`src/rtl/sadc_pkg.sv`:
```
package sadc_pkg;
  typedef enum logic {
    LAYOUT_FULL   = 1'b0,
    LAYOUT_NARROW = 1'b1
  } layout_e;

  typedef struct packed {
    logic rise;
    logic fall;
  } edge_t;
endpackage

```
`src/rtl/sadc_edge_sync.sv`:
```
module sadc_edge_sync #(
  parameter int   STAGES     = 2,
  parameter logic IDLE_LEVEL = 1'b1
) (
  input  logic            clk,
  input  logic            rst,
  input  logic            pin_i,
  output sadc_pkg::edge_t edge_o
);
  logic [STAGES-1:0] chain_q;
  logic              last_q;

  for (genvar g = 0; g < STAGES; g++) begin : g_stage
    if (g == 0) begin : g_first
      always_ff @(posedge clk) begin
        if (rst) chain_q[g] <= IDLE_LEVEL;
        else     chain_q[g] <= pin_i;
      end
    end else begin : g_next
      always_ff @(posedge clk) begin
        if (rst) chain_q[g] <= IDLE_LEVEL;
        else     chain_q[g] <= chain_q[g-1];
      end
    end
  end

  always_ff @(posedge clk) begin
    if (rst) last_q <= IDLE_LEVEL;
    else     last_q <= chain_q[STAGES-1];
  end

  always_comb begin
    edge_o.fall = last_q & ~chain_q[STAGES-1];
    edge_o.rise = ~last_q & chain_q[STAGES-1];
  end
endmodule

```
`src/rtl/sadc_frame_ctrl.sv`:
```
module sadc_frame_ctrl #(
  parameter int FRAME_LEN    = 16,
  parameter int RELEASE_EDGE = 13
) (
  input  logic            clk,
  input  logic            rst,
  input  sadc_pkg::edge_t cs_edge_i,
  input  sadc_pkg::edge_t sclk_edge_i,
  output logic            load_o,
  output logic            shift_o,
  output logic            clear_o,
  output logic            oe_o,
  output logic            hold_o
);
  localparam int CNT_W = $clog2(FRAME_LEN + 1);

  logic             active_q;
  logic [CNT_W-1:0] cnt_q;
  logic [CNT_W-1:0] cnt_nxt;
  logic             step;
  logic             finish;
  logic             release_pt;

  // chip select fall opens a frame, a rise closes it whatever the count
  always_comb begin
    cnt_nxt    = cnt_q + 1'b1;
    step       = active_q && sclk_edge_i.fall && !cs_edge_i.fall && !cs_edge_i.rise;
    finish     = step && (cnt_nxt == CNT_W'(FRAME_LEN));
    release_pt = active_q && sclk_edge_i.rise && !cs_edge_i.rise
                 && (cnt_q >= CNT_W'(RELEASE_EDGE));
    load_o     = cs_edge_i.fall;
    shift_o    = step && !finish;
    clear_o    = cs_edge_i.rise || finish;
  end

  always_ff @(posedge clk) begin
    if (rst) begin
      active_q <= 1'b0;
      cnt_q    <= '0;
      oe_o     <= 1'b0;
      hold_o   <= 1'b0;
    end else if (cs_edge_i.rise) begin
      active_q <= 1'b0;
      cnt_q    <= '0;
      oe_o     <= 1'b0;
      hold_o   <= 1'b0;
    end else if (load_o) begin
      active_q <= 1'b1;
      cnt_q    <= '0;
      oe_o     <= 1'b1;
      hold_o   <= 1'b1;
    end else if (step) begin
      cnt_q <= cnt_nxt;
      if (finish) begin
        active_q <= 1'b0;
        oe_o     <= 1'b0;
      end
    end else if (release_pt) begin
      hold_o <= 1'b0;
    end
  end
endmodule

```
`src/rtl/sadc_shift_out.sv`:
```
module sadc_shift_out #(
  parameter int DATA_W     = 12,
  parameter int NARROW_W   = 10,
  parameter int LEAD_ZEROS = 4,
  parameter int FRAME_LEN  = 16
) (
  input  logic              clk,
  input  logic              rst,
  input  logic              load_i,
  input  logic              shift_i,
  input  logic              clear_i,
  input  logic [DATA_W-1:0] sample_i,
  input  sadc_pkg::layout_e layout_i,
  output logic              data_o
);
  localparam int TOP = FRAME_LEN - 1 - LEAD_ZEROS;

  logic [FRAME_LEN-1:0] frame_w;
  logic [FRAME_LEN-1:0] buf_q;

  // place the captured word after the leading zeros, MSB first
  always_comb begin
    frame_w = '0;
    if (layout_i == sadc_pkg::LAYOUT_NARROW) begin
      for (int i = 0; i < NARROW_W; i++)
        frame_w[TOP-i] = sample_i[DATA_W-1-i];
    end else begin
      for (int i = 0; i < DATA_W; i++)
        frame_w[TOP-i] = sample_i[DATA_W-1-i];
    end
  end

  always_ff @(posedge clk) begin
    if (rst) begin
      buf_q  <= '0;
      data_o <= 1'b0;
    end else if (clear_i) begin
      buf_q  <= '0;
      data_o <= 1'b0;
    end else if (load_i) begin
      data_o <= frame_w[FRAME_LEN-1];
      buf_q  <= {frame_w[FRAME_LEN-2:0], 1'b0};
    end else if (shift_i) begin
      data_o <= buf_q[FRAME_LEN-1];
      buf_q  <= {buf_q[FRAME_LEN-2:0], 1'b0};
    end
  end
endmodule

```
`src/rtl/sadc_framer.sv`:
```
module sadc_framer #(
  parameter int DATA_W       = 12,
  parameter int NARROW_W     = 10,
  parameter int LEAD_ZEROS   = 4,
  parameter int FRAME_LEN    = 16,
  parameter int RELEASE_EDGE = 13,
  parameter int SYNC_STAGES  = 2
) (
  input  logic              clk,
  input  logic              rst,
  input  logic              cs_n_i,
  input  logic              sclk_i,
  input  logic [DATA_W-1:0] sample_i,
  input  logic              narrow_i,
  output logic              sdata_o,
  output logic              sdata_oe_o,
  output logic              hold_o
);
  sadc_pkg::edge_t   cs_edge;
  sadc_pkg::edge_t   sclk_edge;
  sadc_pkg::layout_e layout;
  logic              load;
  logic              shift;
  logic              clear;

  assign layout = narrow_i ? sadc_pkg::LAYOUT_NARROW : sadc_pkg::LAYOUT_FULL;

  sadc_edge_sync #(.STAGES(SYNC_STAGES), .IDLE_LEVEL(1'b1)) u_cs_sync (
    .clk(clk), .rst(rst), .pin_i(cs_n_i), .edge_o(cs_edge)
  );

  sadc_edge_sync #(.STAGES(SYNC_STAGES), .IDLE_LEVEL(1'b1)) u_sclk_sync (
    .clk(clk), .rst(rst), .pin_i(sclk_i), .edge_o(sclk_edge)
  );

  sadc_frame_ctrl #(.FRAME_LEN(FRAME_LEN), .RELEASE_EDGE(RELEASE_EDGE)) u_ctrl (
    .clk(clk), .rst(rst), .cs_edge_i(cs_edge), .sclk_edge_i(sclk_edge),
    .load_o(load), .shift_o(shift), .clear_o(clear),
    .oe_o(sdata_oe_o), .hold_o(hold_o)
  );

  sadc_shift_out #(
    .DATA_W(DATA_W), .NARROW_W(NARROW_W),
    .LEAD_ZEROS(LEAD_ZEROS), .FRAME_LEN(FRAME_LEN)
  ) u_shift (
    .clk(clk), .rst(rst), .load_i(load), .shift_i(shift), .clear_i(clear),
    .sample_i(sample_i), .layout_i(layout), .data_o(sdata_o)
  );
endmodule

```
`config.mk`:
```
export PLATFORM = sky130hd
export DESIGN_NAME = sadc_framer
export DESIGN_NICKNAME = d
export VERILOG_FILES = /design/src/rtl/sadc_pkg.sv /design/src/rtl/sadc_edge_sync.sv /design/src/rtl/sadc_frame_ctrl.sv /design/src/rtl/sadc_shift_out.sv /design/src/rtl/sadc_framer.sv
export SDC_FILE = /design/constraint.sdc
export NUM_CORES = 1
export LEC_CHECK = 0
export BUFFER_PORTS_ARGS = -buffer_cell sky130_fd_sc_hd__buf_2
export CAP_MARGIN = 25
export CORE_AREA = 3 3 55 52
export CTS_CLUSTER_SIZE = 10
export DETAILED_ROUTE_END_ITERATION = 6
export DIE_AREA = 0 0 58 55
export PLACE_DENSITY = 0.78
export SKIP_CTS_REPAIR_TIMING = 1
export SLEW_MARGIN = 5
export SYNTH_ARGS = -nofsm -noshare
export SYNTH_HDL_FRONTEND = slang
export SYNTH_SLANG_ARGS = --single-unit
```
`constraint.sdc`:
```
create_clock -name clk -period 3.8 [get_ports clk]
set_input_delay 0.38 -clock clk [delete_from_list [all_inputs] [get_ports clk]]
set_output_delay 0.38 -clock clk [all_outputs]
set_load 0.01 [all_outputs]
```
==> metrics, run 1 <==
status=finished clean; most common cell after layout, fill and taps aside=dfxtp_1; post-synthesis async set-or-reset flop share=0; # nets final=173; FMAX=0.586 GHz; crit share post-route=0.449; grt met2 use=0.303; Routed WL=2570 um; most frequent cells in the layout=29 x dfxtp_1, 19 x buf_2, 14 x a211oi_1; dpl hpwl=1910 um; M3 GR Usage=0.0510; minimum clock period=1.71 ns; critical path class=flip-flop to flip-flop; synthesis-to-layout area growth=8.93%; met1 global-route usage=0.225; Root Driver=clkbuf_4; switching power total=131 uW; die width=58 um; cts bufs inserted=5; Worst-Margin Slew=0.489 ns; RSZ-0062 raised after global routing=no; Post-Syn Area=1330 um^2; register bit count reported by yosys=29; combinational share of power=0.081; Clock Sink Count=29; CP Max Fanout=12; max-cap violation count=0; Leak Pwr=0.547 nW; Clock Skew=0.00643 ns; maximum VDD drop=273 uV; worst slack, placed=2.08 ns; number of flops mapped to enable cells by yosys=0; crit path launch type=flip-flop; Net Sw Frac=0.244; Clk pin slew, worst setup/hold paths=0.09 ns; layout cells sized above 1=0.240; I/O Buffers=19; count of pins over their slew limit=0; Synthesized Nets=156; Hold Crit Depth=2; Cell Int Power=407 uW; core box area=2380 um^2; Pwr Density=371 nW/um^2; GR peak layer=met2; total grt overflow=0; WP data arrival=1.89 ns; First-pass DRT Iterations=4; mean post-synth cell area=9.79 um^2; ANT nets after route=0; setup_tns=0 ns; CP cell instances=ha_1 -> nand3_1 -> nor4_1 -> a21o_2 -> a211oi_1; Synth Instances=136; initial antenna violation count=0; drt wl/cell=14.1 um; DIE AREA=3190 um^2; hold slack=0.239 ns; R2R cell count=5; # IOs=20; worst hold path class=input port to flip-flop; # rows=17; clk_lat worst skew=0.32 ns; CTS tree=yes; DR DRC count=0; antenna fix cells=0; Synth warnings=0; count of cell types in the netlist=35; H-tree Lvls=2; global-route wire length before repair=4400 um; Starting Density=0.559; power share of the clock group=0.322; Max Root-Sink Buffers=2; fin worst setup slack=2.09 ns; Final Hold Fails=0; Avg Vias per Cell=5.90; largest net degree at the start of global routing=18; Die H=55 um; Crit. End Element=flip-flop; routability cong.=0.834; max_slew headroom=0.674; sequential power share=0.597; register area share after synthesis=0.436; Vias=1,073; dominant synthesized flop cell=dfxtp_1; gr usage total=0.185; vias in the first global route=995; # setup viols final=0; WP data required=3.98 ns; CP max stage cell=dfxtp_1; Iter 0 DRT Violations=39; crit-path max cell delay=0.47 ns
==> Yosys cell counts, drive strengths merged (2+ instances only) <==
library cell  number  share of area
a211oi            14          0.079
a21o               3          0.018
a21oi              6          0.023
a221oi             2          0.013
a32o               4          0.030
and2               2          0.011
buf                6          0.038
clkbuf             3         0.0094
dfxtp             29           0.44
ha                 3          0.028
inv                4          0.011
nand2              3         0.0085
nand2b             6          0.028
nand3              4          0.015
nand3b             3          0.017
nor2              10          0.028
o221ai            10          0.066
or2                6          0.028
or2b               7          0.039
xnor2              2          0.019
==> worst max-delay path: cells and delay by family (launching register included) <==
kind                     cells  cell delay [ns]
flip-flops                   1             0.47
AND/OR/NAND/NOR              2             0.43
AO/OA/AOI/OAI                2             0.40
adder cells (fa/ha/maj)      1             0.27
==> power by group through the flow <==
stage | registers [mW] | clock network (mW) | logic [mW]
2_1_floorplan | 0.327 | 0 | 0.0305
3_3_place_gp | 0.327 | 0 | 0.0418
3_5_place_dp | 0.328 | 0 | 0.0435
4_1_cts | 0.321 | 0.178 | 0.0436
5_1_grt | 0.322 | 0.191 | 0.0493
6_report | 0.321 | 0.173 | 0.0436
==> per-stage QoR <==
stage | power (mW) | util | cell area [um^2] | std cells
finish | 0.538 | 0.609 | 1450 | 182
global route | 0.563 | 0.609 | 1450 | 182
floorplan | 0.357 | - | 1330 | 136
global placement | 0.369 | 0.587 | 1400 | 174
CTS | 0.542 | 0.609 | 1450 | 182
detailed placement | 0.371 | 0.587 | 1400 | 174
==> final cells by class <==
type | instances | area, um^2
inverters | 4 | 15.0
clock inverters | 2 | 10.0
clock buffers | 6 | 41.3
repair buffers | 19 | 95.1
well taps | 28 | 35.0
fillers | 212 | 932
flip-flops and latches | 29 | 581
multi-input cells | 94 | 673
==> path summary, 6_finish.rpt <==
kind                                             start                      to  slack (ns)
worst max-delay path                   u_ctrl.cnt_q[0]       u_shift.buf_q[12]        2.09
worst min-delay path                            sclk_i  u_sclk_sync.chain_q[0]        0.24
worst max register to register         u_ctrl.cnt_q[0]       u_shift.buf_q[12]        2.09
worst min register to register  u_sclk_sync.chain_q[0]  u_sclk_sync.chain_q[1]        0.41
==> cells by family after synthesis <==
family / count (synthesis) / synth area share
compound gates: 42 / 0.248
flops: 29 / 0.436
fa+ha+maj: 3 / 0.0282
xor+xnor: 3 / 0.0254
simple gates: 46 / 0.204
buf+inv: 13 / 0.0583
==> routing by layer <==
metal | share of wire | up-vias | wire [um]
li1 | - | 541 | -
met4 | 0.020 | 0 | 51
met5 | 0 | - | 0
met2 | 0.49 | 23 | 1250
met3 | 0.039 | 9 | 100
met1 | 0.46 | 500 | 1170
==> sequential cells by signal, summed over array words and instances, names as in the netlist <==
name,cells
u_sclk_sync.chain_q,2
u_shift.data_o,1
u_ctrl.cnt_q,5
u_sclk_sync.last_q,1
u_ctrl.oe_o,1
u_shift.buf_q,15
u_ctrl.hold_o,1
u_cs_sync.chain_q,2
u_cs_sync.last_q,1
Note: power is estimated with default switching activity, not from simulation.
==> run 2: changes to the inputs <==
--- a/config.mk
+++ b/config.mk
@@ -5,13 +5,14 @@
 export SDC_FILE = /design/constraint.sdc
 export NUM_CORES = 1
 export LEC_CHECK = 0
+export ABC_AREA = 1
 export BUFFER_PORTS_ARGS = -buffer_cell sky130_fd_sc_hd__buf_2
 export CAP_MARGIN = 25
-export CORE_AREA = 3 3 55 52
+export CORE_AREA = 3 3 58 55
 export CTS_CLUSTER_SIZE = 10
 export DETAILED_ROUTE_END_ITERATION = 6
-export DIE_AREA = 0 0 58 55
-export PLACE_DENSITY = 0.78
+export DIE_AREA = 0 0 61 58
+export PLACE_DENSITY = 0.74
 export SKIP_CTS_REPAIR_TIMING = 1
 export SLEW_MARGIN = 5
 export SYNTH_ARGS = -nofsm -noshare
==> constraint.sdc (replaced) <==
create_clock -name clk -period 1.77 [get_ports clk]
set_input_delay 0.177 -clock clk [delete_from_list [all_inputs] [get_ports clk]]
set_output_delay 0.177 -clock clk [all_outputs]
set_load 0.01 [all_outputs]
==> metrics, run 2 <==
Hold Crit Depth=2; count of cell types in the netlist=26; cts bufs inserted=5; Vias=1,221; dpl hpwl=1910 um; CP Max Fanout=19; First-pass DRT Iterations=4; number of flops mapped to enable cells by yosys=0; Worst Path Buf+Inv=4; largest registers=u_shift.buf_q: 15 flops, u_ctrl.cnt_q: 5 flops; Clock Skew=0.0104 ns; WP data arrival=1.81 ns; Post-Syn Area=1420 um^2; top area cells in the synthesized netlist=dfxtp_1 41%, nand2_1 13%, inv_1 7.9%, nand3_1 6.0%, o21ai_0 5.6%; max-cap violation count=0; Clock Sink Count=29; r2r setup slk=0.18 ns; global-route wire length before repair=4640 um; register area share after synthesis=0.409; crit share post-route=0.900; # IOs=20; reg2reg end=u_shift.data_o; most frequent cell after synthesis=nand2_1; most common cell after layout, fill and taps aside=nand2_1; die width=61 um; dominant synthesized flop cell=dfxtp_1; crit-path leading delay family=buffers and inverters; CP cell instances=inv_1 -> nor2_1 -> buf_4 -> inv_2 -> nand2_1 -> inv_1 -> o21ai_1 -> a21oi_1; CTS tree=yes; hold_sp=sclk_i; post-synthesis async set-or-reset flop share=0; Hold Crit Endpoint=u_sclk_sync.chain_q[0]; antenna fix cells=0; synthesis-to-layout area growth=14.2%; register bank with the most flops=u_shift.buf_q; Routed WL=2640 um; Leak Pwr=0.740 nW; gr usage total=0.177; vias in the first global route=1,058; crit-path max cell delay=0.34 ns; fillcell total=263; status=finished clean; max_slew headroom=0.776; Die H=58 um; largest net degree at the start of global routing=20; R2R cell count=8; Crit. End Element=flip-flop; # setup viols final=0; count of pins over their slew limit=0; Clk pin slew, worst setup/hold paths=0.09 ns; core box area=2680 um^2; PnR Total Power=1.20 mW; CP max stage cell=dfxtp_1; worst hold path class=input port to flip-flop; Commonest cells post-synth=50 x nand2_1, 30 x inv_1, 29 x dfxtp_1; mean post-synth cell area=6.96 um^2; Max Root-Sink Buffers=2; minimum clock period=1.59 ns; RR Startpoint=u_cs_sync.last_q; # nets final=249; top cell type's share of synthesized area=0.409; ANT nets after route=0; WP data required=1.99 ns; Crit path depth=8; Largest register FFs=15; clk_lat worst skew=0.34 ns; CP dominant cell by count=inv_1; Pwr Density=743 nW/um^2; most frequent cells in the layout=50 x nand2_1, 30 x inv_1, 29 x dfxtp_1; Starting Density=0.530; Synth Instances=204; Avg Vias per Cell=4.70; Final Hold Fails=0; Synthesized Nets=224; register bit count reported by yosys=29; crit path launch type=flip-flop; setup_tns=0 ns; maximum VDD drop=503 uV; Iter 0 DRT Violations=70; critical path class=flip-flop to flip-flop; I/O Buffers=19; layout cells sized above 1=0.209; cell taking the most area after synthesis=dfxtp_1; initial antenna violation count=0; Synth warnings=0; DR DRC count=0; # rows=18; Worst-Margin Slew=0.335 ns; RSZ-0062 raised after global routing=no; FMAX=0.628 GHz; Root Driver=clkbuf_4; H-tree Lvls=2; total grt overflow=0; routability cong.=0.770; DIE AREA=3540 um^2; drt wl/cell=10.2 um
run 2: cell types whose count changed after synthesis, sizes merged, moves of 3 or more:
cell / change
nand2: +51
inv: +29
o21ai: +16
a211oi: -14
nand3: +14
nor2: +12
o221ai: -10
or2b: -7
nand2b: -6
a32o: -4
a21o: -3
nand4: +3
run 2: worst max path at each step:
stage,start,to,slack (ns)
global route,u_ctrl.cnt_q[1],u_shift.buf_q[6],0.03
floorplan,u_ctrl.cnt_q[0],u_shift.buf_q[6],0.19
CTS,u_ctrl.cnt_q[0],u_shift.buf_q[9],0.17
global placement,u_ctrl.cnt_q[0],u_shift.buf_q[2],0.22
detailed placement,u_ctrl.cnt_q[0],u_shift.buf_q[7],0.21
finish,u_cs_sync.last_q,u_shift.data_o,0.18
run 2: per-stage QoR:
stage               utilization  hold WS [ns]  setup slack (ns)  area, um^2  instances
floorplan                     -         0.281             0.190        1420        204
global placement          0.579         0.360             0.222        1550        252
detailed placement        0.579         0.363             0.207        1550        252
CTS                       0.599       0.00971             0.170        1600        260
global route              0.605       0.00186            0.0252        1620        260
finish                    0.605        0.0180             0.177        1620        260
run 2: layout make-up:
cell class / instances / area [um^2] / area share
Timing Repair Buffer: 25 / 140 / 0.0864
Sequential cell: 29 / 581 / 0.358
Clock buffer: 6 / 41.3 / 0.0255
Tap cell: 30 / 37.5 / 0.0231
Inverter: 33 / 124 / 0.0764
Multi-Input combinational cell: 135 / 688 / 0.424
Clock inverter: 2 / 10.0 / 0.00617
run 2: kinds of logic (layout without fill, tap and decap cells):
logic type / Yosys count / after routing / share of synthesized area
xor+xnor: 1 / 1 / 0.00617
flops: 29 / 29 / 0.409
fa+ha+maj: 3 / 3 / 0.0264
buf+inv: 40 / 66 / 0.119
simple gates: 104 / 104 / 0.341
compound gates: 27 / 27 / 0.0987
run 2: metal layers:
layer | wire [um] | part of all wire | up-vias | track usage
met4 | 65 | 0.025 | 0 | 0.0929
met5 | 0 | 0 | - | 0
met3 | 121 | 0.046 | 8 | 0.0601
li1 | - | - | 683 | -
met2 | 1080 | 0.41 | 21 | 0.229
met1 | 1380 | 0.52 | 509 | 0.255
run 2: worst register-to-register path: stages (launching register included):
cell,delay (ns)
dfxtp_1,0.34
inv_1,0.04
nor2_1,0.25
buf_4,0.23
inv_2,0.16
nand2_1,0.13
inv_1,0.09
o21ai_1,0.18
a21oi_1,0.07
run 2: report_power, final:
part / total [mW] / internal [mW] / leakage (nW) / switching [mW]
combinational: 0.129 / 0.0536 / 0.472 / 0.0754
clock: 0.390 / 0.151 / 0.0320 / 0.240
sequential: 0.685 / 0.676 / 0.236 / 0.00940
==> run 3: changes to the inputs <==
--- a/config.mk
+++ b/config.mk
@@ -5,14 +5,13 @@
 export SDC_FILE = /design/constraint.sdc
 export NUM_CORES = 1
 export LEC_CHECK = 0
-export ABC_AREA = 1
 export BUFFER_PORTS_ARGS = -buffer_cell sky130_fd_sc_hd__buf_2
 export CAP_MARGIN = 25
-export CORE_AREA = 3 3 58 55
+export CORE_AREA = 3 3 56 53
 export CTS_CLUSTER_SIZE = 10
 export DETAILED_ROUTE_END_ITERATION = 6
-export DIE_AREA = 0 0 61 58
-export PLACE_DENSITY = 0.74
+export DIE_AREA = 0 0 59 56
+export PLACE_DENSITY = 0.76
 export SKIP_CTS_REPAIR_TIMING = 1
 export SLEW_MARGIN = 5
 export SYNTH_ARGS = -nofsm -noshare
==> metrics, run 3 (same netlist as run 1, synthesis figures left out) <==
crit share post-route=0.913; layout cells sized above 1=0.259; die width=59 um; ANT nets after route=0; global-route wire length before repair=4460 um; Net Sw Frac=0.239; # setup viols final=0; dpl hpwl=1860 um; Avg Vias per Cell=5.87; core box area=2420 um^2; WP data required=2.00 ns; initial antenna violation count=0; gr usage total=0.178; H-tree Lvls=2; antenna fix cells=0; M3 GR Usage=0.0557; # rows=17; Max Root-Sink Buffers=2; Vias=1,091; Starting Density=0.549; largest registers=u_shift.buf_q: 15 flops, u_ctrl.cnt_q: 5 flops; RSZ-0062 raised after global routing=no; I/O Buffers=19; cts bufs inserted=5; critical path class=flip-flop to flip-flop; Clk pin slew, worst setup/hold paths=0.09 ns; met1 global-route usage=0.235; power share of the clock group=0.325; synthesis-to-layout area growth=13.0%; Largest register FFs=15; vias in the first global route=952; Iter 0 DRT Violations=29; worst hold path class=input port to flip-flop; clk_lat worst skew=0.33 ns; count of pins over their slew limit=0; grt met2 use=0.252; CP Max Fanout=7; switching power total=278 uW; CTS tree=yes; Clock Skew=0.0111 ns; Clock Sink Count=29; max_slew headroom=0.736; most frequent cells in the layout=28 x dfxtp_1, 19 x buf_2, 14 x a211oi_1; hold slack=0.0223 ns; Die H=56 um; register bank with the most flops=u_shift.buf_q; largest net degree at the start of global routing=18; routability cong.=0.784; setup_tns=0 ns; Cell Int Power=882 uW; maximum VDD drop=525 uV; Root Driver=clkbuf_4; # nets final=177; minimum clock period=1.62 ns; status=finished clean; max-cap violation count=0; DIE AREA=3300 um^2; Routed WL=2620 um; Final Hold Fails=0; PnR Total Power=1.16 mW; # IOs=20; R2R cell count=5; fillcell total=216; Crit. End Element=flip-flop; GR peak layer=met2; DR DRC count=0; Leak Pwr=0.567 nW; drt wl/cell=14.1 um; Pwr Density=771 nW/um^2; sequential power share=0.593; WP data arrival=1.85 ns; Hold Crit Depth=2; Worst-Margin Slew=0.396 ns; most common cell after layout, fill and taps aside=dfxtp_1; crit path launch type=flip-flop; total grt overflow=0; FMAX=0.619 GHz; First-pass DRT Iterations=5; combinational share of power=0.082
-- run 3: changes by cell type in the layout (fill, tap and decap cells not counted), moves of 4 or more --
cell and change:
nand3_1 -13, buf_4 -4, inv_1 -26, nand2b_1 +6
o221ai_1 +10, or2b_1 +7, nor2_1 -10, a32o_1 +4
o21ai_0 -15, nand2_1 -48, a211oi_1 +14
-- run 3: final cells by class --
class / count / area (um^2) / area share
Multi-Input combinational cell: 95 / 703 / 0.468
Sequential cell: 29 / 582 / 0.387
Timing Repair Buffer: 22 / 120 / 0.0799
Clock buffer: 8 / 48.8 / 0.0324
Tap cell: 28 / 35.0 / 0.0233
Inverter: 4 / 15.0 / 0.00998
-- run 3: critical path, stage by stage, from the launching register on --
cell and delay [ns]:
dfxtp_2 0.37, ha_1 0.25, and2_4 0.17, a21o_1 0.20, a21o_2 0.25, a211oi_1 0.28
-- run 3: final timing paths --
path | startpoint | endpoint | slack (ns)
hold / removal | sclk_i | u_sclk_sync.chain_q[0] | 0.02
setup / recovery | u_ctrl.cnt_q[0] | u_shift.buf_q[3] | 0.15
hold reg to reg | u_sclk_sync.chain_q[0] | u_sclk_sync.chain_q[1] | 0.42
setup reg to reg | u_ctrl.cnt_q[0] | u_shift.buf_q[3] | 0.15
-- run 3: through the flow --
stage / std cells / area, um^2 / utilization / setup slack, ns
after floorplan: 136 / 1330 / - / 0.243
after global placement: 176 / 1410 / 0.583 / 0.190
after detailed placement: 176 / 1410 / 0.583 / 0.0991
after CTS: 184 / 1460 / 0.603 / 0.0836
after global routing: 186 / 1500 / 0.620 / 0.0112
final: 186 / 1500 / 0.620 / 0.153
-- run 3: power by group through the flow --
| stage | sequential [mW] | combinational [mW] | clock [mW] |
|---|---|---|---|
| final | 0.688 | 0.0953 | 0.377 |
| after global routing | 0.692 | 0.107 | 0.423 |
| after CTS | 0.688 | 0.0939 | 0.385 |
| after detailed placement | 0.703 | 0.0940 | 0 |
| after global placement | 0.702 | 0.0908 | 0 |
| after floorplan | 0.701 | 0.0654 | 0 |
-- run 3: metal layers --
metal,vias to the layer above,part of all wire
met5,-,0
met4,0,0.023
met3,8,0.042
met2,18,0.46
met1,513,0.48
li1,552,-
